`src/rtl/pwm_pkg.sv`:
```
package pwm_pkg;
    typedef enum logic [1:0] {
        ST_IDLE = 2'd0,
        ST_HIGH = 2'd1,
        ST_LOW  = 2'd2
    } pwm_state_e;

    localparam int CFG_EN_BIT   = 0;
    localparam int CFG_MODE_BIT = 1;
    localparam int CFG_GATE_BIT = 2;
    localparam int CFG_BITS     = 3;
    localparam int CFG_ADDR     = 0;
endpackage

```
`src/rtl/pwm_regs.sv`:
```
module pwm_regs
    import pwm_pkg::*;
#(
    parameter int CNT_W  = 16,
    parameter int ADDR_W = 3
) (
    input  logic              clk,
    input  logic              rst_n,
    input  logic              wr_en,
    input  logic [ADDR_W-1:0] addr,
    input  logic [7:0]        wdata,
    output logic [7:0]        rdata,
    output logic              en,
    output logic              mode,
    output logic              gate_en,
    output logic [CNT_W-1:0]  on_val,
    output logic [CNT_W-1:0]  off_val
);
    localparam int NB       = CNT_W / 8;
    localparam int ON_BASE  = CFG_ADDR + 1;
    localparam int OFF_BASE = ON_BASE + NB;

    logic [CFG_BITS-1:0] cfg_q;
    logic [7:0]          on_q  [NB];
    logic [7:0]          off_q [NB];

    always_ff @(posedge clk) begin
        if (!rst_n)
            cfg_q <= '0;
        else if (wr_en && addr == ADDR_W'(CFG_ADDR))
            cfg_q <= wdata[CFG_BITS-1:0];
    end

    for (genvar b = 0; b < NB; b++) begin : g_byte
        always_ff @(posedge clk) begin
            if (!rst_n) begin
                on_q[b]  <= '0;
                off_q[b] <= '0;
            end else if (wr_en) begin
                if (addr == ADDR_W'(ON_BASE + b))
                    on_q[b] <= wdata;
                if (addr == ADDR_W'(OFF_BASE + b))
                    off_q[b] <= wdata;
            end
        end
        assign on_val[8*b +: 8]  = on_q[b];
        assign off_val[8*b +: 8] = off_q[b];
    end

    always_comb begin
        rdata = '0;
        if (addr == ADDR_W'(CFG_ADDR))
            rdata = {{(8-CFG_BITS){1'b0}}, cfg_q};
        for (int b = 0; b < NB; b++) begin
            if (addr == ADDR_W'(ON_BASE + b))
                rdata = on_q[b];
            if (addr == ADDR_W'(OFF_BASE + b))
                rdata = off_q[b];
        end
    end

    assign en      = cfg_q[CFG_EN_BIT];
    assign mode    = cfg_q[CFG_MODE_BIT];
    assign gate_en = cfg_q[CFG_GATE_BIT];
endmodule

```
`src/rtl/pwm_phase_fsm.sv`:
```
module pwm_phase_fsm
    import pwm_pkg::*;
#(
    parameter int CNT_W = 16
) (
    input  logic             clk,
    input  logic             rst_n,
    input  logic             tick,
    input  logic             en,
    input  logic [CNT_W-1:0] on_val,
    input  logic [CNT_W-1:0] off_val,
    output logic             raw_high
);
    localparam int EXT_W = CNT_W + 1;

    pwm_state_e       state, state_d;
    logic [CNT_W-1:0] cnt, cnt_d, on_s, on_d, off_s, off_d;
    logic [EXT_W-1:0] cnt_inc;
    logic             restart;

    assign cnt_inc = {1'b0, cnt} + EXT_W'(1);

    always_comb begin
        state_d = state;
        cnt_d   = cnt;
        on_d    = on_s;
        off_d   = off_s;
        restart = 1'b0;
        unique case (state)
            ST_IDLE: begin
                cnt_d = '0;
                if (en) restart = 1'b1;
            end
            ST_HIGH: begin
                if (!en) begin
                    state_d = ST_IDLE;
                end else if (tick) begin
                    if (cnt_inc == {1'b0, on_s}) begin
                        if (off_s == '0) begin
                            restart = 1'b1;
                        end else begin
                            state_d = ST_LOW;
                            cnt_d   = '0;
                        end
                    end else begin
                        cnt_d = cnt_inc[CNT_W-1:0];
                    end
                end
            end
            ST_LOW: begin
                if (!en) begin
                    state_d = ST_IDLE;
                end else if (tick) begin
                    if (off_s == '0 || cnt_inc == {1'b0, off_s})
                        restart = 1'b1;
                    else
                        cnt_d = cnt_inc[CNT_W-1:0];
                end
            end
            default: state_d = ST_IDLE;
        endcase
        if (restart) begin
            on_d    = on_val;
            off_d   = off_val;
            cnt_d   = '0;
            state_d = (on_val == '0) ? ST_LOW : ST_HIGH;
        end
    end

    always_ff @(posedge clk) begin
        if (!rst_n) begin
            state <= ST_IDLE;
            cnt   <= '0;
            on_s  <= '0;
            off_s <= '0;
        end else begin
            state <= state_d;
            cnt   <= cnt_d;
            on_s  <= on_d;
            off_s <= off_d;
        end
    end

    always_comb begin
        raw_high = (state == ST_HIGH);
    end

    assert_cnt_bound_R3: assert property (@(posedge clk) disable iff (!rst_n)
        ((state == ST_HIGH) |-> (cnt < on_s)) and
        ((state == ST_LOW && off_s != '0) |-> (cnt < off_s)));

    assert_start_high_R3: assert property (@(posedge clk) disable iff (!rst_n)
        ($past(state) == ST_IDLE && state != ST_IDLE && on_s != '0) |-> (state == ST_HIGH));

    assert_hold_no_tick_R4: assert property (@(posedge clk) disable iff (!rst_n)
        (!tick && en && state != ST_IDLE) |=> ($stable(state) && $stable(cnt)));

    assert_zero_on_low_R6: assert property (@(posedge clk) disable iff (!rst_n)
        (state != ST_IDLE && on_s == '0) |-> (state == ST_LOW));

    assert_off_idle_R10: assert property (@(posedge clk) disable iff (!rst_n)
        !en |=> (state == ST_IDLE));
endmodule

```
`src/rtl/pwm_onoff_gen.sv`:
```
module pwm_onoff_gen
    import pwm_pkg::*;
#(
    parameter int CNT_W  = 16,
    parameter int ADDR_W = 3
) (
    input  logic              clk,
    input  logic              rst_n,
    input  logic              tick,
    input  logic              wr_en,
    input  logic [ADDR_W-1:0] addr,
    input  logic [7:0]        wdata,
    output logic [7:0]        rdata,
    input  logic              ext_in,
    output logic              pwm_out
);
    logic             en, mode, gate_en, raw_high;
    logic [CNT_W-1:0] on_val, off_val;

    pwm_regs #(.CNT_W(CNT_W), .ADDR_W(ADDR_W)) u_regs (
        .clk     (clk),
        .rst_n   (rst_n),
        .wr_en   (wr_en),
        .addr    (addr),
        .wdata   (wdata),
        .rdata   (rdata),
        .en      (en),
        .mode    (mode),
        .gate_en (gate_en),
        .on_val  (on_val),
        .off_val (off_val)
    );

    pwm_phase_fsm #(.CNT_W(CNT_W)) u_fsm (
        .clk      (clk),
        .rst_n    (rst_n),
        .tick     (tick),
        .en       (en),
        .on_val   (on_val),
        .off_val  (off_val),
        .raw_high (raw_high)
    );

    // Enable gates the output directly, so a disable write takes effect in
    // the same cycle the register changes, ahead of the state machine.
    assign pwm_out = raw_high && en && (!gate_en || ext_in);

    logic unused_mode;
    assign unused_mode = mode;
endmodule

```
`config.mk`:
```
export PLATFORM = sky130hd
export DESIGN_NAME = pwm_onoff_gen
export DESIGN_NICKNAME = d
export VERILOG_FILES = /design/src/rtl/pwm_pkg.sv /design/src/rtl/pwm_regs.sv /design/src/rtl/pwm_phase_fsm.sv /design/src/rtl/pwm_onoff_gen.sv
export SDC_FILE = /design/constraint.sdc
export NUM_CORES = 1
export LEC_CHECK = 0
export BUFFER_PORTS_ARGS = -buffer_cell sky130_fd_sc_hd__buf_4
export CAP_MARGIN = 20
export CORE_MARGIN = 4
export CORE_UTILIZATION = 30
export DETAILED_ROUTE_END_ITERATION = 8
export SYNTH_ARGS = -nofsm -noshare
export SYNTH_HDL_FRONTEND = slang
export SYNTH_SLANG_ARGS = --single-unit
export TNS_END_PERCENT = 10
```
`constraint.sdc`:
```
create_clock -name clk -period 7.52 [get_ports clk]
set_input_delay 0.376 -clock clk [delete_from_list [all_inputs] [get_ports clk]]
set_output_delay 0.376 -clock clk [all_outputs]
set_load 0.02 [all_outputs]
```
# Yosys cells after proc, flatten, opt, wreduce, memory -nomap -nowiden
# Memories as Yosys holds them, arrays and structs flattened.
# Index checks and enable logic that the tools add are counted.
[totals] ff_bits=53 mem_bits_rw=32 input_bits=16 elab_cells=97 mem_count=2
[mem_list] memory="u_regs.off_q" words=2 word_bits=8 rd=2 rd_ports_with_merged_regs=0 wr=2 line_no="pwm_regs.sv:25" rtl="logic [7:0] off_q [NB];"
[mem_list] memory="u_regs.on_q" words=2 word_bits=8 rd=2 rd_ports_with_merged_regs=0 wr=2 line_no="pwm_regs.sv:24" rtl="logic [7:0] on_q [NB];"
[op_classes] addsub=1 n_eq_ne=19 muxes=51 bitwise=5 reduce_logical=14
[ops] operator="2-to-1 mux 16 bit" count=7
[ops] operator="2-to-1 mux 8 bit" count=8
[ops] operator="one-hot mux 16 bit (3 select lines)" count=1
[ops] operator="equality test 17 x 16 -> 1 bit" count=2
[ops] operator="zero test 16 bit" count=2
[ops] operator="2-to-1 mux 1 bit" count=25
[ops] operator="adder 16 x 1 -> 17 bit, second input constant" count=1
[ops] operator="2-to-1 mux 2 bit" count=7
[ops] operator="inequality test 2 bit, second input constant" count=4
[ops] operator="inequality test 4 x 3 -> 1 bit, second input constant" count=2
[ops] operator="AND reduction 7 bit" count=1
[ops] operator="equality test 3 x 2 -> 1 bit, second input constant" count=2
[ops] operator="one-hot mux 2 bit (3 select lines)" count=1
[ops] operator="AND reduction 5 bit" count=1
[ops] operator="inequality test 2 x 1 -> 1 bit, second input constant" count=2
[ops] operator="inequality test 4 x 2 -> 1 bit, second input constant" count=1
[ops] operator="OR 1 bit" count=4
[ops] operator="equality test 3 x 1 -> 1 bit, second input constant" count=1
[ops] operator="equality test 3 bit, second input constant" count=1
[ops] operator="logical AND 1 bit" count=3
[ops] operator="zero test 3 bit" count=1
[ops] operator="2-to-1 mux 3 bit" count=1
[ops] operator="inequality test 3 x 2 -> 1 bit, second input constant" count=1
[ops] operator="inequality test 3 bit, second input constant" count=1
[ops] operator="other kinds (9)" count=10

# Longest topological paths before layout
[logic_depth] depth_word=9 mapped_depth=13 ltp_nobuf=10

# Modules after synthesis
# Synthesis repeated with hierarchy kept, for this count alone.
[unflattened] hier_cells=551 area_unflattened_um2=5246.3
[by_module_without_submodules] module="pwm_phase_fsm" instances=1 cells_per_inst=422 area_each_um2=3552.2 seq_area_each_um2=1001.0
[by_module_without_submodules] module="pwm_regs" instances=1 cells_per_inst=126 area_each_um2=1677.9 seq_area_each_um2=1021.0
[by_module_without_submodules] module="pwm_onoff_gen" instances=1 cells_per_inst=3 area_each_um2=16.3 seq_area_each_um2=0.0

# Least setup slack after synthesis
# OpenSTA, ideal clock, no wires.
[synth_timing] kind="reg2reg" startpoint="register u_fsm.cnt[1]" endpoint="register u_fsm.cnt[11]" setup_time_ns=0.122 arrival_time_ns=3.251 required_time_ns=7.398 slack_ns=4.148 path_stages_with_launch=14 synth_period_minus_slack_ns=3.372 cell_sequence="dfxtp_1 ha_1 nand3_2 or4_1 buf_2 xnor2_1 a2111oi_0 nand4_1 o31a_1 nor4b_4 nand2b_1 buf_4 buf_6 a21oi_1"
[synth_via] elab_chain_cells=8
[synth_lines] element="start, declared" line_no="pwm_phase_fsm.sv:17" rtl="logic [CNT_W-1:0] cnt, cnt_d, on_s, on_d, off_s, off_d;"
[synth_lines] element="start signal, assigned" line_no="pwm_phase_fsm.sv:78" rtl="cnt <= cnt_d;"
[synth_lines] element="adder 16 x 1 -> 17 bit *" line_no="pwm_phase_fsm.sv:21" rtl="assign cnt_inc = {1'b0, cnt} + EXT_W'(1);"
[synth_lines] element="equality test 17 x 16 -> 1 bit" line_no="pwm_phase_fsm.sv:54" rtl="if (off_s == '0 || cnt_inc == {1'b0, off_s})"
[synth_lines] element="logical OR 1 bit" line_no="pwm_phase_fsm.sv:54"
[synth_lines] element="2-to-1 mux 1 bit" line_no="pwm_phase_fsm.sv:54"
[synth_lines] element="2-to-1 mux 1 bit" line_no="pwm_phase_fsm.sv:53" rtl="end else if (tick) begin"
[synth_lines] element="2-to-1 mux 1 bit" line_no="pwm_phase_fsm.sv:51" rtl="if (!en) begin"
[synth_lines] element="one-hot mux 1 bit (3 select lines)" line_no="pwm_phase_fsm.sv:29" rtl="unique case (state)"
[synth_lines] element="OR reduction 2 bit (no source line)"
# Mark *: on every way between the ends. The rest lies on a longest branch, timed or not. The select of a mux whose other input is x is not followed.
# A chain may end at the register's enable or synchronous reset.

# Worst setup path in the final report
[layout_timing] startpoint="register u_fsm.cnt[0]" endpoint="register u_fsm.on_s[14]"
[layout_via] elab_chain_cells=7
[layout_lines] element="adder 16 x 1 -> 17 bit *" line_no="pwm_phase_fsm.sv:21"
[layout_lines] element="equality test 17 x 16 -> 1 bit" line_no="pwm_phase_fsm.sv:54"
[layout_lines] element="logical OR 1 bit" line_no="pwm_phase_fsm.sv:54"
[layout_lines] element="2-to-1 mux 1 bit" line_no="pwm_phase_fsm.sv:54"
[layout_lines] element="2-to-1 mux 1 bit" line_no="pwm_phase_fsm.sv:53"
[layout_lines] element="2-to-1 mux 1 bit" line_no="pwm_phase_fsm.sv:51"
[layout_lines] element="one-hot mux 1 bit (3 select lines) *" line_no="pwm_phase_fsm.sv:29"
[layout_lines] element="end signal, assigned" line_no="pwm_phase_fsm.sv:79" rtl="on_s <= on_d;"
[layout_lines] element="end, declared" line_no="pwm_phase_fsm.sv:17"
# Mark *: on every way between the ends. The rest lies on a longest branch, timed or not.

==> impl_metrics.yaml <==
final_layout:
  utilization: 0.344
  insertedDiodeCount: 0
  final_nets: 573
  area_growth_syn_to_layout_pct: 11.0
  drive_above_1_share: 0.106
  num-fill-cells: 1667
power_and_ir_drop:
  vdd_ir_drop_max_v: 0.000137
  total_power_uw: 1030
  p_leak_uw: 0.00191
  cellPowerDensity_mw_per_mm2: 187
critical_path:
  ff2ff_path_depth: 11
  worstPathMaxFanout: 68
  regToRegSetupSlack_ns: 3.19
  critPathRequiredTime_ns: 7.80
  cp-start-kind: "flip-flop"
  endpoint_kind: "flip-flop"
  rr_startpoint: "u_fsm.cnt[0]"
  r2r-end: "u_fsm.on_s[14]"
  arrival_ns: 4.60
  criticalPathCategory: "flip-flop to flip-flop"
timing:
  rsz0062_at_grt: "false"
  slew_headroom: 0.289
  timing.final.hold_violations: 0
  setup_viol_count_final: 0
  slew_viol_final: 0
  post-route-period-util: 0.575
  worstMarginPinSlew_ns: 1.06
  setup_tns_ns: 0
  max_freq_mhz: 231
  fin_skew_ns: 0.00872
  period_minus_slack_ns: 4.33
detailed_routing:
  detail_route.iter0.violations: 474
  route.vias.total: 4075
  drc: 0
  routed_wl_um: 12700
  via_per_inst: 5.27
  drt_first_pass_iters: 5
  ant_nets: 0
  routedWlPerCell_um: 16.4
global_routing:
  antenna_found_initial: 0
  grt_max_degree: 73
  grt_pass1_vias: 3958
  grt_usage: 0.143
  grt_pass1_wl_um: 21000
  grt_overflow: 0
placed_design:
  io_buffers: 24
  gp_congestion: 0.855
  place_hpwl_um: 9250
synthesis:
  seq_area_frac_synth: 0.406
  ys_types: 65
  synth_top_area_cell: "dfxtp_1"
  syn_inst: 557
  synth.top_cells.by_count: "dfxtp_1, nand2_1, nand3_1"
  synth_enable_flop_cells: 32
  yosys_warnings: 0
  synth.net_count: 578
  syn_avg_cell_area_um2: 8.94
  syn_area_mm2: 0.00498
  synth_area_leaders: "dfxtp_1, edfxtp_1, nand3_1"
  synth-seq-cells: 85
  async_flop_share: 0
  synthFlopType: "dfxtp_1"
  synth_top_area_frac: 0.213
  yosysMostFrequentCell: "dfxtp_1"
hold_path:
  hold_depth: 3
  min_path_type: "input port to flip-flop"
  worstHoldEndpoint: "u_regs.cfg_q[0]"
  hold_start: "wdata[0]"
clocking:
  cts_tree: "built"
  cts_root_buffer: "clkbuf_16"
  cts_hold_buf: 0
  cts_resized: 0
  cts.sinks: 85
  cts_htree_levels: 3
  post_cts_buffers: 0
  clock_latency_ns: 0.35
  cts_buffers: 9
  cts_buffer_depth: 2
  cts.clk_slew.worst_paths_ns: 0.07
die:
  fp.dieH_um: 137
  die-area_mm2: 0.0187
  start_util: 0.310
  rows: 46
  io_pins: 25
  die_w_um: 137
  core-area_mm2: 0.0161
outcome:
  status: "finished, final reports clean"
run:
  drv_cap: 0
## kinds of logic (layout without fill, tap and decap cells)
family                     after synthesis  in the layout  synth area share
adders and majority gates                5              5            0.0126
DFF                                     85             85             0.406
muxes                                   13             13            0.0264
buffers and inverters                   56             56            0.0570
xor gates and xnor gates                35             35            0.0754
AOI/OAI and AO/OA                      122            122             0.150
and+or+nand+nor                        241            241             0.273
## worst max-delay path by stage
| stage | start | to | slack, ns |
|---|---|---|---|
| floorplan | u_fsm.cnt[1] | u_fsm.cnt[11] | 4.15 |
| global placement | u_fsm.cnt[0] | u_fsm.state[1] | 3.42 |
| detailed placement | u_fsm.cnt[0] | u_fsm.on_s[14] | 3.26 |
| CTS | u_fsm.cnt[0] | u_fsm.on_s[14] | 3.20 |
| global route | u_fsm.cnt[0] | u_fsm.off_s[9] | 2.88 |
| finish | u_fsm.cnt[0] | u_fsm.on_s[14] | 3.19 |
## per-stage QoR
| stage | instances | cell area (um^2) | setup slack (ns) | hold slack (ns) |
|---|---|---|---|---|
| 2_1_floorplan | 557 | 4980 | 4.15 | 0.429 |
| 3_3_place_gp | 756 | 5220 | 3.42 | 0.465 |
| 3_5_place_dp | 756 | 5220 | 3.26 | 0.477 |
| 4_1_cts | 772 | 5520 | 3.20 | 0.316 |
| 5_1_grt | 773 | 5530 | 2.88 | 0.317 |
| 6_report | 773 | 5530 | 3.19 | 0.323 |
## power by group
group,internal [uW],switching (uW)
registers,492,15.0
clock network,236,212
logic,28.5,49.3
total,757,276
## registers in the layout, summed over array words and instances (netlist names)
name / count
u_regs.cfg_q: 3
u_fsm.state: 2
u_regs.off_q: 16
u_fsm.on_s: 16
u_fsm.cnt: 16
u_fsm.off_s: 16
u_regs.on_q: 16
## final cells by class
type | count | area [um^2] | area share
Inverter | 13 | 48.8 | 0.00883
Sequential cell | 85 | 2020 | 0.366
Clock inverter | 7 | 78.8 | 0.0143
Tap cell | 216 | 270 | 0.0489
Multi-Input combinational cell | 416 | 2680 | 0.485
Timing Repair Buffer | 27 | 203 | 0.0367
Clock buffer | 9 | 225 | 0.0407
## placed cells by master (no fill, tap or decap), types with 8 or more instances in the layout
cell type / synthesis / routed
a21oi_1: 23 / 23
nor2_1: 32 / 32
dfxtp_1: 53 / 53
and2_1: 33 / 33
clkbuf_16: 0 / 9
o22ai_1: 8 / 8
nand2b_1: 8 / 8
nand3_1: 47 / 47
inv_1: 13 / 13
mux2i_1: 12 / 12
xor2_1: 13 / 13
nand2_1: 50 / 50
buf_4: 8 / 26
nor4_1: 10 / 10
or4_1: 16 / 16
o21ai_0: 45 / 45
a22oi_1: 8 / 8
edfxtp_1: 32 / 32
o21ai_1: 10 / 10
xnor2_1: 17 / 17
## critical path, stage by stage, from the launching register on
cell and delay (ns):
dfxtp_1 0.55, ha_1 0.34, nand3_2 0.23, or4_1 0.69
xnor2_1 0.20, a2111oi_0 0.41, nand4_1 0.30, o31a_1 0.40
nor4b_4 0.29, buf_4 0.52, nand3_1 0.17, o21ai_1 0.12
## layer usage
metal / up-vias / part of all wire / global-route usage / wire, um
met4: 0 / 0.014 / 0.0388 / 182
met1: 1922 / 0.47 / 0.198 / 6010
met5: - / 0 / 0 / 0
met2: 131 / 0.46 / 0.224 / 5840
met3: 16 / 0.052 / 0.0338 / 655
li1: 2006 / - / - / -
Note: power is estimated with default switching activity, not from simulation.
